<file path="src/rtl/adc_scan_pkg.sv">
package adc_scan_pkg;

    typedef enum logic [1:0] {
        SQ_IDLE   = 2'd0,
        SQ_SETTLE = 2'd1,
        SQ_WAIT   = 2'd2
    } seq_state_e;

endpackage

</file>
<file path="src/rtl/adc_scan_pick.sv">
module adc_scan_pick #(
    parameter int NUM_CH = 32,
    localparam int CH_W  = $clog2(NUM_CH),
    localparam int IDX_W = CH_W + 1
) (
    input  logic [NUM_CH-1:0] mask_i,
    input  logic [IDX_W-1:0]  from_i,
    output logic              found_o,
    output logic [CH_W-1:0]   idx_o
);

    logic [NUM_CH-1:0] cand;

    for (genvar gi = 0; gi < NUM_CH; gi++) begin : g_cand
        assign cand[gi] = mask_i[gi] && (IDX_W'(gi) >= from_i);
    end

    always_comb begin
        found_o = 1'b0;
        idx_o   = '0;
        for (int i = NUM_CH - 1; i >= 0; i--) begin
            if (cand[i]) begin
                found_o = 1'b1;
                idx_o   = CH_W'(i);
            end
        end
    end

endmodule

</file>
<file path="src/rtl/adc_scan_fmt.sv">
module adc_scan_fmt #(
    parameter int DATA_W = 12,
    parameter int WORD_W = 32,
    localparam int EXT_W = WORD_W - DATA_W
) (
    input  logic [DATA_W-1:0] raw_i,
    input  logic              bipolar_i,
    output logic [WORD_W-1:0] word_o
);

    logic fill_bit;

    always_comb begin
        fill_bit = bipolar_i & raw_i[DATA_W-1];
        word_o   = {{EXT_W{fill_bit}}, raw_i};
    end

endmodule

</file>
<file path="src/rtl/adc_scan_flags.sv">
module adc_scan_flags #(
    parameter int NUM_FLAGS = 2
) (
    input  logic                 clk,
    input  logic                 rst_n,
    input  logic [NUM_FLAGS-1:0] set_i,
    input  logic                 clr_i,
    output logic [NUM_FLAGS-1:0] flag_o
);

    logic [NUM_FLAGS-1:0] flag_d, flag_q;

    always_comb begin
        flag_d = flag_q;
        if (clr_i) begin
            flag_d = '0;
        end
        flag_d = flag_d | set_i;
    end

    always_ff @(posedge clk) begin
        if (!rst_n) begin
            flag_q <= '0;
        end else begin
            flag_q <= flag_d;
        end
    end

    assign flag_o = flag_q;

    for (genvar gf = 0; gf < NUM_FLAGS; gf++) begin : g_chk
        AST_FLAG_STICKY: assert property (@(posedge clk) disable iff (!rst_n)
            (flag_q[gf] && !clr_i) |=> flag_q[gf]);
        AST_FLAG_SET: assert property (@(posedge clk) disable iff (!rst_n)
            set_i[gf] |=> flag_q[gf]);
    end

endmodule

</file>
<file path="src/rtl/adc_scan_seq.sv">
module adc_scan_seq
    import adc_scan_pkg::*;
#(
    parameter int NUM_CH = 32,
    parameter int DATA_W = 12,
    parameter int WORD_W = 32,
    parameter int DLY_W  = 8,
    localparam int CH_W  = $clog2(NUM_CH)
) (
    input  logic                    clk,
    input  logic                    rst_n,
    input  logic                    pacer_i,
    input  logic                    flag_clr_i,
    input  logic                    diff_mode_i,
    input  logic [NUM_CH-1:0]       ch_en_i,
    input  logic [NUM_CH-1:0]       ch_bip_i,
    input  logic [NUM_CH-1:0]       ch_atten_i,
    input  logic [NUM_CH*DLY_W-1:0] ch_dly_i,
    output logic [CH_W-1:0]         mux_sel_o,
    output logic                    atten_o,
    output logic                    adc_start_o,
    input  logic                    adc_done_i,
    input  logic [DATA_W-1:0]       adc_data_i,
    input  logic                    fifo_full_i,
    output logic                    fifo_wr_o,
    output logic [WORD_W-1:0]       fifo_data_o,
    output logic                    busy_o,
    output logic                    overrun_o,
    output logic                    overflow_o
);

    localparam int IDX_W   = CH_W + 1;
    localparam int HALF_CH = NUM_CH / 2;

    typedef struct packed {
        seq_state_e        state;
        logic [CH_W-1:0]   ch;
        logic [DLY_W-1:0]  cnt;
        logic              atten;
        logic              start;
        logic              wr;
        logic [WORD_W-1:0] data;
    } seq_regs_t;

    seq_regs_t r_d, r_q;

    logic [NUM_CH-1:0] elig_mask;
    logic [IDX_W-1:0]  from_idx;
    logic              pick_found;
    logic [CH_W-1:0]   pick_idx;
    logic [DLY_W-1:0]  pick_dly;
    logic              pick_atten;
    logic [WORD_W-1:0] fmt_word;
    logic              ovr_set;
    logic              ovf_set;
    logic [1:0]        flags;

    for (genvar gc = 0; gc < NUM_CH; gc++) begin : g_elig
        if (gc < HALF_CH) begin : g_low
            assign elig_mask[gc] = ch_en_i[gc];
        end else begin : g_high
            assign elig_mask[gc] = ch_en_i[gc] && !diff_mode_i;
        end
    end

    assign from_idx = (r_q.state == SQ_IDLE) ? '0 : ({1'b0, r_q.ch} + IDX_W'(1));

    adc_scan_pick #(
        .NUM_CH (NUM_CH)
    ) u_pick (
        .mask_i  (elig_mask),
        .from_i  (from_idx),
        .found_o (pick_found),
        .idx_o   (pick_idx)
    );

    assign pick_dly   = ch_dly_i[pick_idx*DLY_W +: DLY_W];
    assign pick_atten = ch_atten_i[pick_idx] & ch_bip_i[pick_idx];

    adc_scan_fmt #(
        .DATA_W (DATA_W),
        .WORD_W (WORD_W)
    ) u_fmt (
        .raw_i     (adc_data_i),
        .bipolar_i (ch_bip_i[r_q.ch]),
        .word_o    (fmt_word)
    );

    assign ovr_set = pacer_i && (r_q.state != SQ_IDLE);
    assign ovf_set = (r_q.state == SQ_WAIT) && adc_done_i && fifo_full_i;

    adc_scan_flags #(
        .NUM_FLAGS (2)
    ) u_flags (
        .clk    (clk),
        .rst_n  (rst_n),
        .set_i  ({ovf_set, ovr_set}),
        .clr_i  (flag_clr_i),
        .flag_o (flags)
    );

    always_comb begin
        r_d       = r_q;
        r_d.start = 1'b0;
        r_d.wr    = 1'b0;
        case (r_q.state)
            SQ_IDLE: begin
                if (pacer_i && pick_found) begin
                    r_d.state = SQ_SETTLE;
                    r_d.ch    = pick_idx;
                    r_d.cnt   = pick_dly;
                    r_d.atten = pick_atten;
                end
            end
            SQ_SETTLE: begin
                if (r_q.cnt == '0) begin
                    r_d.start = 1'b1;
                    r_d.state = SQ_WAIT;
                end else begin
                    r_d.cnt = r_q.cnt - DLY_W'(1);
                end
            end
            SQ_WAIT: begin
                if (adc_done_i) begin
                    if (!fifo_full_i) begin
                        r_d.wr   = 1'b1;
                        r_d.data = fmt_word;
                    end
                    if (pick_found) begin
                        r_d.state = SQ_SETTLE;
                        r_d.ch    = pick_idx;
                        r_d.cnt   = pick_dly;
                        r_d.atten = pick_atten;
                    end else begin
                        r_d.state = SQ_IDLE;
                        r_d.atten = 1'b0;
                    end
                end
            end
            default: begin
                r_d.state = SQ_IDLE;
                r_d.atten = 1'b0;
            end
        endcase
    end

    always_ff @(posedge clk) begin
        if (!rst_n) begin
            r_q <= '{state: SQ_IDLE, ch: '0, cnt: '0, atten: 1'b0,
                     start: 1'b0, wr: 1'b0, data: '0};
        end else begin
            r_q <= r_d;
        end
    end

    assign mux_sel_o   = r_q.ch;
    assign atten_o     = r_q.atten;
    assign adc_start_o = r_q.start;
    assign fifo_wr_o   = r_q.wr;
    assign fifo_data_o = r_q.data;
    assign busy_o      = (r_q.state != SQ_IDLE);
    assign overrun_o   = flags[0];
    assign overflow_o  = flags[1];

    AST_START_PULSE: assert property (@(posedge clk) disable iff (!rst_n)
        adc_start_o |=> !adc_start_o);
    AST_START_ENABLED: assert property (@(posedge clk) disable iff (!rst_n)
        adc_start_o |-> ch_en_i[mux_sel_o]);
    AST_UNIPOLAR_ATTEN: assert property (@(posedge clk) disable iff (!rst_n)
        (busy_o && !ch_bip_i[mux_sel_o]) |-> !atten_o);
    AST_IDLE_ATTEN: assert property (@(posedge clk) disable iff (!rst_n)
        !busy_o |-> !atten_o);
    AST_NO_WRITE_FULL: assert property (@(posedge clk) disable iff (!rst_n)
        fifo_wr_o |-> !$past(fifo_full_i));
    AST_WRITE_AFTER_DONE: assert property (@(posedge clk) disable iff (!rst_n)
        fifo_wr_o |-> $past(adc_done_i));
    AST_LOW_BITS: assert property (@(posedge clk) disable iff (!rst_n)
        fifo_wr_o |-> (fifo_data_o[DATA_W-1:0] == $past(adc_data_i)));
    AST_IDLE_QUIET: assert property (@(posedge clk) disable iff (!rst_n)
        !busy_o |-> !adc_start_o);

endmodule

</file>
<file path="config.mk">
export PLATFORM = sky130hd
export DESIGN_NAME = adc_scan_seq
export DESIGN_NICKNAME = d
export VERILOG_FILES = /design/src/rtl/adc_scan_pkg.sv /design/src/rtl/adc_scan_pick.sv /design/src/rtl/adc_scan_fmt.sv /design/src/rtl/adc_scan_flags.sv /design/src/rtl/adc_scan_seq.sv
export SDC_FILE = /design/constraint.sdc
export NUM_CORES = 1
export LEC_CHECK = 0
export BUFFER_PORTS_ARGS = -buffer_cell sky130_fd_sc_hd__buf_4
export CAP_MARGIN = 10
export CORE_AREA = 5 5 160 162
export DETAILED_ROUTE_END_ITERATION = 10
export DIE_AREA = 0 0 165 167
export PLACE_DENSITY = 0.66
export SYNTH_ARGS = -nofsm -noshare
export SYNTH_HDL_FRONTEND = slang
export SYNTH_HIERARCHICAL = 1
export SYNTH_SLANG_ARGS = --single-unit
</file>
<file path="constraint.sdc">
create_clock -name clk -period 6.8 [get_ports clk]
set_input_delay 0 -clock clk [delete_from_list [all_inputs] [get_ports clk]]
set_output_delay 0 -clock clk [all_outputs]
set_load 0.01 [all_outputs]
</file>
* Yosys cells after proc, flatten, opt, wreduce, memory -nomap -nowiden
Cells that the tools add are included.
Widths: inputs -> output; s select.
** Word-level totals
- Bits in registers :: 33
- Logic and storage cells :: 207
** Operators by class
- Add/subtract/negate cells :: 2
- Order comparisons :: 34
- Equal/unequal tests :: 7
- Shift operators :: 1
- Multiplexer cells :: 85
- Bitwise operators :: 5
- Reductions and logical operators :: 65
** Operators with widths (number)
- $shiftx 256x9->8 :: 1
- $mux 5 :: 32
- $ge 5x6->1 const A :: 16
- $logic_and 1x1->1 :: 52
- $ge 4x6->1 const A :: 8
- $mux 1 :: 38
- $mux 33 :: 1
- $mux 16 :: 2
- $ge 3x6->1 const A :: 4
- $pmux 8 s3 :: 1
- $bmux 1 s5 :: 3
- $mux 13 :: 1
- $ge 1x6->1 const A :: 2
- $ge 2x6->1 const A :: 2
- $lt 5x6->1 const B :: 2
- $reduce_and 3->1 :: 4
- $pmux 5 s2 :: 1
- $logic_not 8->1 :: 1
- $mux 8 :: 1
- $ne 2x2->1 const B :: 4
- $sub 8x1->8 const B :: 1
- $add 5x1->6 const B :: 1
- $mux 6 :: 1
- $pmux 2 s3 :: 1
- other kinds (15) :: 19

* Logic depth before layout (Yosys ltp)
Gate-level depths: netlist of run 1.
- Depth after elaboration :: 42
- Gate-level depth with buffers :: 19

* Modules after synthesis
The synthesis of run 1 kept the hierarchy.
** By module, submodules not included
- adc_scan_seq :: times used 1, cells an instance 530, area each 5221.3 um^2, sequential area each 1001.0 um^2
- adc_scan_pick :: times used 1, cells an instance 165, area each 1077.3 um^2, sequential area each 0.0 um^2
- adc_scan_fmt :: times used 1, cells an instance 33, area each 246.5 um^2, sequential area each 0.0 um^2
- adc_scan_flags :: times used 1, cells an instance 6, area each 67.6 um^2, sequential area each 40.0 um^2

* Least setup slack after synthesis of run 1
OpenSTA, ideal clock, no wires.
- Path type :: register to register
- Start point :: reg r_q, in the netlist mux_sel_o[1]
- End point :: reg r_q[40] (netlist bit)
- Arrival :: 3791 ps
- Required time :: 6670 ps
- Slack :: 2879 ps
- Stages on the path, launching flop included :: 18
- Path buffers :: 4
- Period minus slack after synthesis :: 3921 ps
- Path through :: dfxtp_1 clkbuf_1 nand3_1 xor2_1 nor2_1 buf_4 nand4_4 a21oi_2 o221ai_2 a2111oi_2 o221ai_1 nand2_1 buf_2 buf_2 mux4_2 mux4_2 mux2i_1 o22ai_1
** On the way
- Word-level cells in the longest chain between the ends :: 40
- Elaborated cells between the ends (all ways) :: 139
- Those cells by class :: add/sub (1); order compare (32); eq/ne (2); shift (1); mux (69); reduce/logical (34)
** RTL lines
- start, declared :: line adc_scan_seq.sv:45 : seq_regs_t r_d, r_q;
- start signal, assigned :: line adc_scan_seq.sv:149 : r_q <= '{state: SQ_IDLE, ch: '0, cnt: '0, atten: 1'b0,
- start signal, assigned :: line adc_scan_seq.sv:152 : r_q <= r_d;
- $add 5x1->6 (*) :: line adc_scan_seq.sv:66 : assign from_idx = (r_q.state == SQ_IDLE) ? '0 : ({1'b0, r_q.ch} + IDX_W'(1));
- $mux 6 (*) :: line adc_scan_seq.sv:66
- net from_idx[3] :: line adc_scan_seq.sv:48 : logic [IDX_W-1:0] from_idx;
- $ge 5x6->1 :: line adc_scan_pick.sv:15 : assign cand[gi] = mask_i[gi] && (IDX_W'(gi) >= from_i);
- $logic_and 1x1->1 :: line adc_scan_pick.sv:15
- $mux 5 (31 in a row) :: line adc_scan_pick.sv:22 : if (cand[i]) begin
- $mux 5 (*) :: line adc_scan_pick.sv:22
- net pick_idx[1] :: line adc_scan_seq.sv:50 : logic [CH_W-1:0] pick_idx;
- $shiftx 256x9->8 (*) :: line adc_scan_seq.sv:77 : assign pick_dly = ch_dly_i[pick_idx*DLY_W +: DLY_W];
- $mux 13 :: line adc_scan_seq.sv:129 : if (pick_found) begin
- $mux 16 :: line adc_scan_seq.sv:124 : if (adc_done_i) begin
- $pmux 8 s3 (*) :: line adc_scan_seq.sv:106 : case (r_q.state)
The timed path passes the listed nets; every way through them passes the cells marked *. The select of a mux whose other input is x is not followed.
A chain may end at the register's enable or synchronous reset.

* Final worst setup path of run 1
- Start point :: reg r_q, in the netlist mux_sel_o[0]
- End point :: reg r_q[41] (netlist bit)
Same word-level chain as after synthesis.

==> summary.md, run 1 <==
| Metric | Value |
|---|---|
| Port bufs | roughly 410 |
| Detailed Place HPWL | roughly 30000 um |
| Mapped Area | 6610 um2 |
| Worst hold margin | 0.0122 ns |
| Number of buffers created by CTS | 5 |
| CTS tree | done |
| Flop pwr share | 0.196 |
| Max Fclk | 181 MHz |
| Worst-skew pair later-pin latency | between 0.2 and 0.3 ns |
| MaxCap Viol Count | 0 |
| Crit path DAT | 5.66 ns |
| Max Fanout on Critical Path | 61 |
| Max Used Layer | met5 |
| Worst Hold Class | in -> reg |
| Worst relative slew slack | 0.232 |
| Fillcell total | 2455 |
| DR vias | 7499 |
| Synth Register Bits | 52 |
| M1 wire length | approximately 15000 um |
| Post-Syn Instances | between 700 and 800 |
| Setup violators final | 0 |
| Die H | 167 um |
| Mapped Nets | between 1k and 1.5k |
| Drt first pass iters | 5 |
| GP Congestion | 0.988 |
| Critical path launch point type | register |
| EDFF count, synth | 0 |
| Yosys cell types | between 70 and 80 |
| Initial antenna violation count | 3 |
| Synth warn | 6 |
| Required time worst endpoint | 6.95 ns |
| Clk pwr share | 0.129 |
| Final ANT Viol Nets | 0 |
| Syn-to-layout area delta | 47.8% |
| Largest family of logic cells by synthesized area | multiplexers |
| Final TNS setup | 0 ns |
| Ys async rst share | 0 |
| Reg2reg path depth | 14 |
| Layout cell share with drive strength beyond 1 | 0.518 |
| Rows | 57 |
| Synth Flop Type | dfxtp_1 |
| Met2 routed wirelength | 17700 um |
| Post-Synth Simple-Gate Area | 0.189 |
| Switch Pwr | between 800 and 900 uW |
| Fin crit share | 0.810 |
| Final max-slew violation count | 0 |
| Worst R2R Start | mux_sel_o[0] |
| Hold path depth | 3 |
| Leakage dissipation | 4.10 nW |
| Internal power component | 1.20 mW |
| Sink Count | between 50 and 60 |
| Routed wire length | ~36000 um |
| Pin count of the biggest net entering global routing | 62 |
| Switch share | 0.411 |
| Routed WL per cell | 25.7 um |
| Layout Skew | 0.00999 ns |
| Adder-Cell Fraction of Synth Area | 0.00719 |
| Core area | between 20000 and 25000 um2 |
| Cts repair resizes | 0 |
| Crit path from | mux_sel_o[0] |
| Comb pwr share | 0.674 |
| First-pass GRT wire length | ~50000 um |
| Top Ports | 414 |
| Sequential area share after synthesis | 0.157 |
| Outcome | finished clean |
| GR Overflow Total | 0 |
| CTS clk-pin slew, worst paths | around 0.080 ns |
| DR vias/cell | 5.41 |
| H-tree depth | 2 |
| Setup Buffers After CTS | 0 |
| Xor-xnor portion of the synthesized cell area | 0.00397 |
| Most common cell after layout, fill and taps aside | buf_4 |
| Maximum vdd drop | between 0.1 and 0.15 mV |
| Root Driver | clkbuf_16 |
| Clock tree buffer depth | 2 |
| Worst Max-Slew Pin Slew | 1.15 ns |
| Nets | 1433 |
| RSZ-0062 raised after global routing | no |
| Hold_sp | flag_clr_i |
| Synth Area in Compound Gates | 0.190 |
| Die Area | 27600 um2 |
| Fin crit period | 5.51 ns |
| Total track usage | 0.244 |
| Mux contribution to synthesized area | 0.321 |
| Post-Syn Area per Cell | about 9 um2 |
| Hold Violations, Final | 0 |
| Power Density | 208 nW/um2 |
| Crit Path Category | reg -> reg |
| DR DRC count | 0 |
| Met3 routed WL | around 2500 um |
| CP endpoint kind | register |
| Iteration-0 DRC Markers | ~680 |
| Die X | ~170 um |
| Most frequent cells in the layout | buf_4 (425), nand2_1 (98), mux4_2 (86), a21oi_1 (60), dfxtp_1 (52) |
| Vias in the first global route | 7577 |
| Starting Density | 0.276 |
[final timing paths]
kind	to	slack (ns)
min reg2reg	fifo_data_o[7]	0.45
max	r_q[41]	1.29
max reg2reg	r_q[41]	1.29
min	u_flags/flag_o[1]	0.01
[through the flow]
stage / util / cells / total power, mW / cell area [um2] / setup WS (ns)
floorplan: - / 734 / 1.37 / 6610 / 2.88
global placement: 0.396 / 1363 / 1.76 / 9490 / 1.44
detailed placement: 0.396 / 1363 / 1.76 / 9490 / 1.40
CTS: 0.408 / 1384 / 2.04 / 9770 / 1.37
global route: 0.408 / 1385 / 2.16 / 9770 / 1.02
finish: 0.408 / 1386 / 2.03 / 9770 / 1.29
[kinds of logic after synthesis]
logic type / after synthesis
AO/OA/AOI/OAI: 190
XOR/XNOR: 3
adder cells (fa/ha/maj): 4
buffers and inverters: 138
flip-flops: 52
multiplexers: 104
AND/OR/NAND/NOR: 243
[power groups by stage]
stage	Clock [mW]	Sequential (mW)	Combinational [mW]
after detailed placement	0	0.405	1.36
after global placement	0	0.404	1.35
after floorplan	0	0.369	1.00
after CTS	0.274	0.398	1.37
after global routing	0.282	0.405	1.47
final	0.263	0.399	1.37
[routing by layer]
metal / vias up / GRT usage
li1: 3401 / -
met1: 3665 / 0.333
met2: 405 / 0.412
met3: 26 / 0.0445
met4: 2 / 0.0325
met5: - / 0
[synth_stat cells, drive strengths merged (8+ instances only)]
cell | n | area share
nand2 | 100 | 0.057
buf | 99 | 0.11
mux4 | 86 | 0.29
a21oi | 62 | 0.047
dfxtp | 52 | 0.16
nor2b | 29 | 0.027
nor2 | 28 | 0.018
o21ai | 28 | 0.021
clkbuf | 24 | 0.014
mux2i | 16 | 0.024
nand3 | 16 | 0.012
o22ai | 16 | 0.015
inv | 14 | 0.0079
a31oi | 12 | 0.011
o211ai | 10 | 0.012
nor3 | 8 | 0.0061
or2 | 8 | 0.0076
[critical path: stages, from the launching register on]
cell and delay, ns:
dfxtp_1 0.84, ha_1 0.25, nor2b_1 0.73, buf_4 0.29
nor3_1 0.07, o211ai_1 0.40, nand2_1 0.12, a2111oi_2 0.32
o221ai_1 0.23, nand2_4 0.65, buf_4 0.30, mux4_2 0.31
mux4_2 0.51, mux2i_1 0.17, o22ai_1 0.09
[sequential cells by signal, summed over array words and instances (netlist names)]
| register | flops |
|---|---|
| adc_start_o | 1 |
| mux_sel_o | 5 |
| fifo_wr_o | 1 |
| fifo_data_o | 32 |
| atten_o | 1 |
| u_flags/flag_o | 2 |
| r_q | 10 |
[repair_timing]
| item | CTS | global route |
|---|---|---|
| hold buffers | 13 | 0 |
| endpoints found under the hold margin | 14 | 0 |
| endpoints found under the setup margin | 0 | 0 |
[layout make-up]
cell class                      instances  area [um2]  area share
Inverter                               15        56.3     0.00576
Timing Repair Buffer                  441        3380       0.346
Antenna cell                            2        5.00    0.000512
Clock inverter                          2        16.3     0.00166
Clock buffer                            6         129      0.0132
Multi-Input combinational cell        544        4740       0.485
Tap cell                              324         405      0.0415
Sequential cell                        52        1040       0.107
(Power assumes the default switching activity.)
==> run 2: changes to the inputs <==
- ABC_AREA: not set -> 1
- CORE_AREA: 5 5 160 162 -> 5 5 157 159
- DIE_AREA: 0 0 165 167 -> 0 0 162 164
- PLACE_DENSITY: 0.66 -> 0.71
- clock period: 6.8 -> 4.6 ns (I/O delays scaled with it)
==> summary.md, run 2 <==
| Metric | Value |
|---|---|
| CP most frequent cell | nand2_1 |
| Largest cells by area after synthesis | nand2_1 (24%), nand3_1 (19%), dfxtp_1 (15%) |
| Place WS | -0.0560 ns (-1.46 ns) |
| CP endpoint kind | register |
| Maximum vdd drop | 0.262 mV (+80%) |
| Starting Density | 0.299 (+0.0231) |
| Met3 GRT Util | 0.0512 (+0.00670) |
| Hold Violations, Final | 0 (unchanged) |
| Most common cell after layout, fill and taps aside | buf_4 |
| R2r endpoint | r_q[38] |
| Routed wire length | 37100 um (+4.1%) |
| Fillcell total | 2464 (+0.37%) |
| Fin crit period | 4.35 ns (-1.16 ns) |
| DR DRC count | 0 (unchanged) |
| Met1 Usage GRT | 0.299 (-0.0345) |
| Synth warn | 6 (unchanged) |
| Worst Max-Slew Pin Slew | 1.11 ns (-0.0444 ns) |
| Yosys cell types | 37 (-53%) |
| Die H | 164 um (-1.8%) |
| Initial antenna violation count | 2 (-1) |
| Detailed Place HPWL | 28300 um (-6.0%) |
| Reg2reg setup slack | 0.25 ns (-1.04 ns) |
| DR vias/cell | 5.14 (-5.0%) |
| Rows | 56 (-1.8%) |
| Final Cell Area | 10700 um2 (+9.6%) |
| Crit Path Category | reg -> reg |
| Power Density | 509 nW/um2 (+140%) |
| Max Fanout on Critical Path | 11 (-82%) |
| MaxCap Viol Count | 0 (unchanged) |
| Comb pwr share | 0.820 (+0.146) |
| Iteration-0 DRC Markers | 759 (+12%) |
| Core area | 23100 um2 (-3.5%) |
| Final worst setup slack | 0.251 ns (-1.04 ns) |
| Synth Flop Type | dfxtp_1 |
| EDFF count, synth | 0 (unchanged) |
| Cell with the most instances after synthesis | nand2_1 |
| Reg2reg path depth | 46 (+32) |
| Post-Syn Area per Cell | 5.25 um2 (-42%) |
| Worst Hold Class | in -> reg |
| Slowest stage cell, crit path | dfxtp_4 |
| Flop pwr share | 0.106 (-0.090) |
| Global route hottest layer | met2 |
| Fin crit share | 0.945 (+0.135) |
| Switch share | 0.537 (+0.127) |
| Flip-flop count of the largest register after layout | 32 (unchanged) |
| Most frequent cells in the layout | buf_4 (451), nand2_1 (424), nand3_1 (263), nor2_1 (131), inv_1 (89) |
| Top Ports | 414 (unchanged) |
| Die Area | 26600 um2 (-3.6%) |
| Drt first pass iters | 5 (unchanged) |
| Mapped Area | 6910 um2 (+4.6%) |
| Post-Syn Instances | 1316 (+79%) |
| Max Fclk | 230 MHz (+27%) |
| GR Overflow Total | 0 (unchanged) |
| Worst hold margin | 0.0433 ns (+0.0310 ns) |
| H-tree depth | 2 (unchanged) |
| Required time worst endpoint | 4.84 ns (-2.11 ns) |
| Layout cell share with drive strength beyond 1 | 0.330 (-0.188) |
| Final max-slew violation count | 0 (unchanged) |
| Setup violators final | 0 (unchanged) |
| Ys async rst share | 0 (unchanged) |
| Routed WL per cell | 19.0 um (-26%) |
| Crit path DAT | 4.59 ns (-1.07 ns) |
| Mapped Nets | 1690 (+53%) |
| Seq. cell area | 1050 um2 (+0.48%) |
| Synth top cells by count | nand2_1 (435), nand3_1 (266), nor2_1 (137) |
| Worst setup endpoint | r_q[38] |
| Port bufs | 413 (unchanged) |
| Worst relative slew slack | 0.261 (+0.0288) |
| GP Congestion | 0.976 (-1.2%) |
| Final ANT Viol Nets | 0 (unchanged) |
| Area share of the largest cell type after synthesis | 0.236 (-0.0567) |
| Clock tree buffer depth | 2 (unchanged) |
| Placed cell area | 9830 um2 (+3.6%) |
| Synth Register Bits | 52 (unchanged) |
| DR vias | 10.1k (+34%) |
| Worst R2R Start | mux_sel_o[0] |
| Nets | 2040 (+42%) |
| Pin count of the biggest net entering global routing | 52 (-16%) |
| Sink Count | 52 (unchanged) |
| Number of buffers created by CTS | 5 (unchanged) |
| Root Driver | clkbuf_16 |
| Switch Pwr | 2.93 mW (+250%) |
| Critical path launch point type | register |
| First-pass GRT wire length | 51700 um (+2.9%) |
| Total track usage | 0.246 (+0.00179) |
| CP peak stage delay | 0.38 ns (-0.46 ns) |
| Layout Skew | 0.00836 ns (-0.00163 ns) |
| Dpl cells | 1910 (+40%) |
| Worst-skew pair later-pin latency | 0.31 ns (+0.02 ns) |
| Syn-to-layout area delta | 54.9% |
| RSZ-0062 raised after global routing | yes |
| Area leader, netlist | nand2_1 |
| Final std cells w/o fill | 1959 (+41%) |
| Die X | 162 um (-1.8%) |
| Internal power component | 2.52 mW (+110%) |
| Sequential area share after synthesis | 0.151 (-0.00687) |
| CTS tree | done |
| Crit path from | mux_sel_o[0] |
| Outcome | finished clean |
| Clk pwr share | 0.074 (-0.055) |
| Met2 Use GR | 0.434 (+0.0217) |
| Leakage dissipation | 5.72 nW (+40%) |
| Vias in the first global route | 9391 (+24%) |
| Area of the multi-input gates | 4710 um2 (-0.63%) |
| CTS clk-pin slew, worst paths | 0.08 ns (about the same) |
## run 2: cell count changes after synthesis, sizes merged, moves of 24 or more
cell   before  now
mux4       86    0
inv        14  101
nand3      16  268
a21oi      62   38
nand2     100  439
nor2       28  141
buf        99  126
o21ai      28   77
nor2b      29    0
## run 2: per-stage QoR
| step | utilization | TNS (ns) | power (mW) |
|---|---|---|---|
| final | 0.463 | 0 | 5.45 |
| after floorplan | - | 0 | 3.26 |
| after detailed placement | 0.425 | -0.160 | 4.34 |
| after CTS | 0.438 | 0 | 4.79 |
| after global routing | 0.463 | -0.656 | 5.87 |
| after global placement | 0.425 | -0.00307 | 4.32 |
## run 2: timing repair
| action | 4_1_cts | 5_1_grt |
|---|---|---|
| setup endpoints to repair | 6 | 9 |
| buffers inserted | 0 | 16 |
| resized for setup | 4 | 62 |
| hold buffers | 13 | 0 |
| hold endpoints to repair | 14 | 0 |
| pin swaps | 0 | 22 |
| cloned | 0 | 10 |
## run 2: worst min-delay path by stage
stage,slack [ns],cells past startpoint,endpoint,startpoint
2_1_floorplan,0.13,2,u_flags/flag_o[0],rst_n
4_1_cts,0.05,5,u_flags/flag_o[0],pacer_i
3_3_place_gp,0.22,3,fifo_data_o[10],adc_data_i[10]
6_report,0.04,5,u_flags/flag_o[0],pacer_i
3_5_place_dp,0.23,3,fifo_data_o[9],adc_data_i[9]
5_1_grt,0.05,5,u_flags/flag_o[0],pacer_i
## run 2: final cells by class
cell class,instances,area share
diodes,2,0.000467
clock buffers,5,0.0117
clock inverters,3,0.00245
inverters,103,0.0377
multi-input cells,1014,0.440
flip-flops and latches,52,0.0977
well taps,290,0.0339
repair buffers,490,0.376
## run 2: kinds of logic (layout without fill, tap and decap cells)
| logic type | after synthesis | count (layout) | synth area share |
|---|---|---|---|
| buf+inv | 250 | 601 | 0.196 |
| other cells | 0 | 2 | 0 |
| flops | 52 | 52 | 0.151 |
| xor+xnor | 1 | 1 | 0.00127 |
| simple gates | 864 | 864 | 0.531 |
| fa+ha+maj | 3 | 3 | 0.00543 |
| compound gates | 146 | 146 | 0.116 |
## run 2: per-layer routing
metal  vias to the layer above  share of wire
met5                         -              0
met4                         0          0.038
met3                        84          0.089
met2                       515           0.48
met1                      4577           0.39
li1                       4891              -
## run 2: power by group through the flow
stage / Combinational (mW) / Sequential, mW / Clock [mW]
detailed placement: 3.77 / 0.576 / 0
CTS: 3.80 / 0.567 / 0.421
global placement: 3.74 / 0.574 / 0
finish: 4.47 / 0.576 / 0.405
floorplan: 2.69 / 0.569 / 0
global route: 4.85 / 0.584 / 0.438
## run 2: critical path: cells and delay by family, from the launching register on
kind	cells	cell delay, ns
AOI/OAI and AO/OA	5	0.89
and+or+nand+nor	37	2.40
adders and majority gates	1	0.14
DFF	1	0.38
buffers and inverters	3	0.49
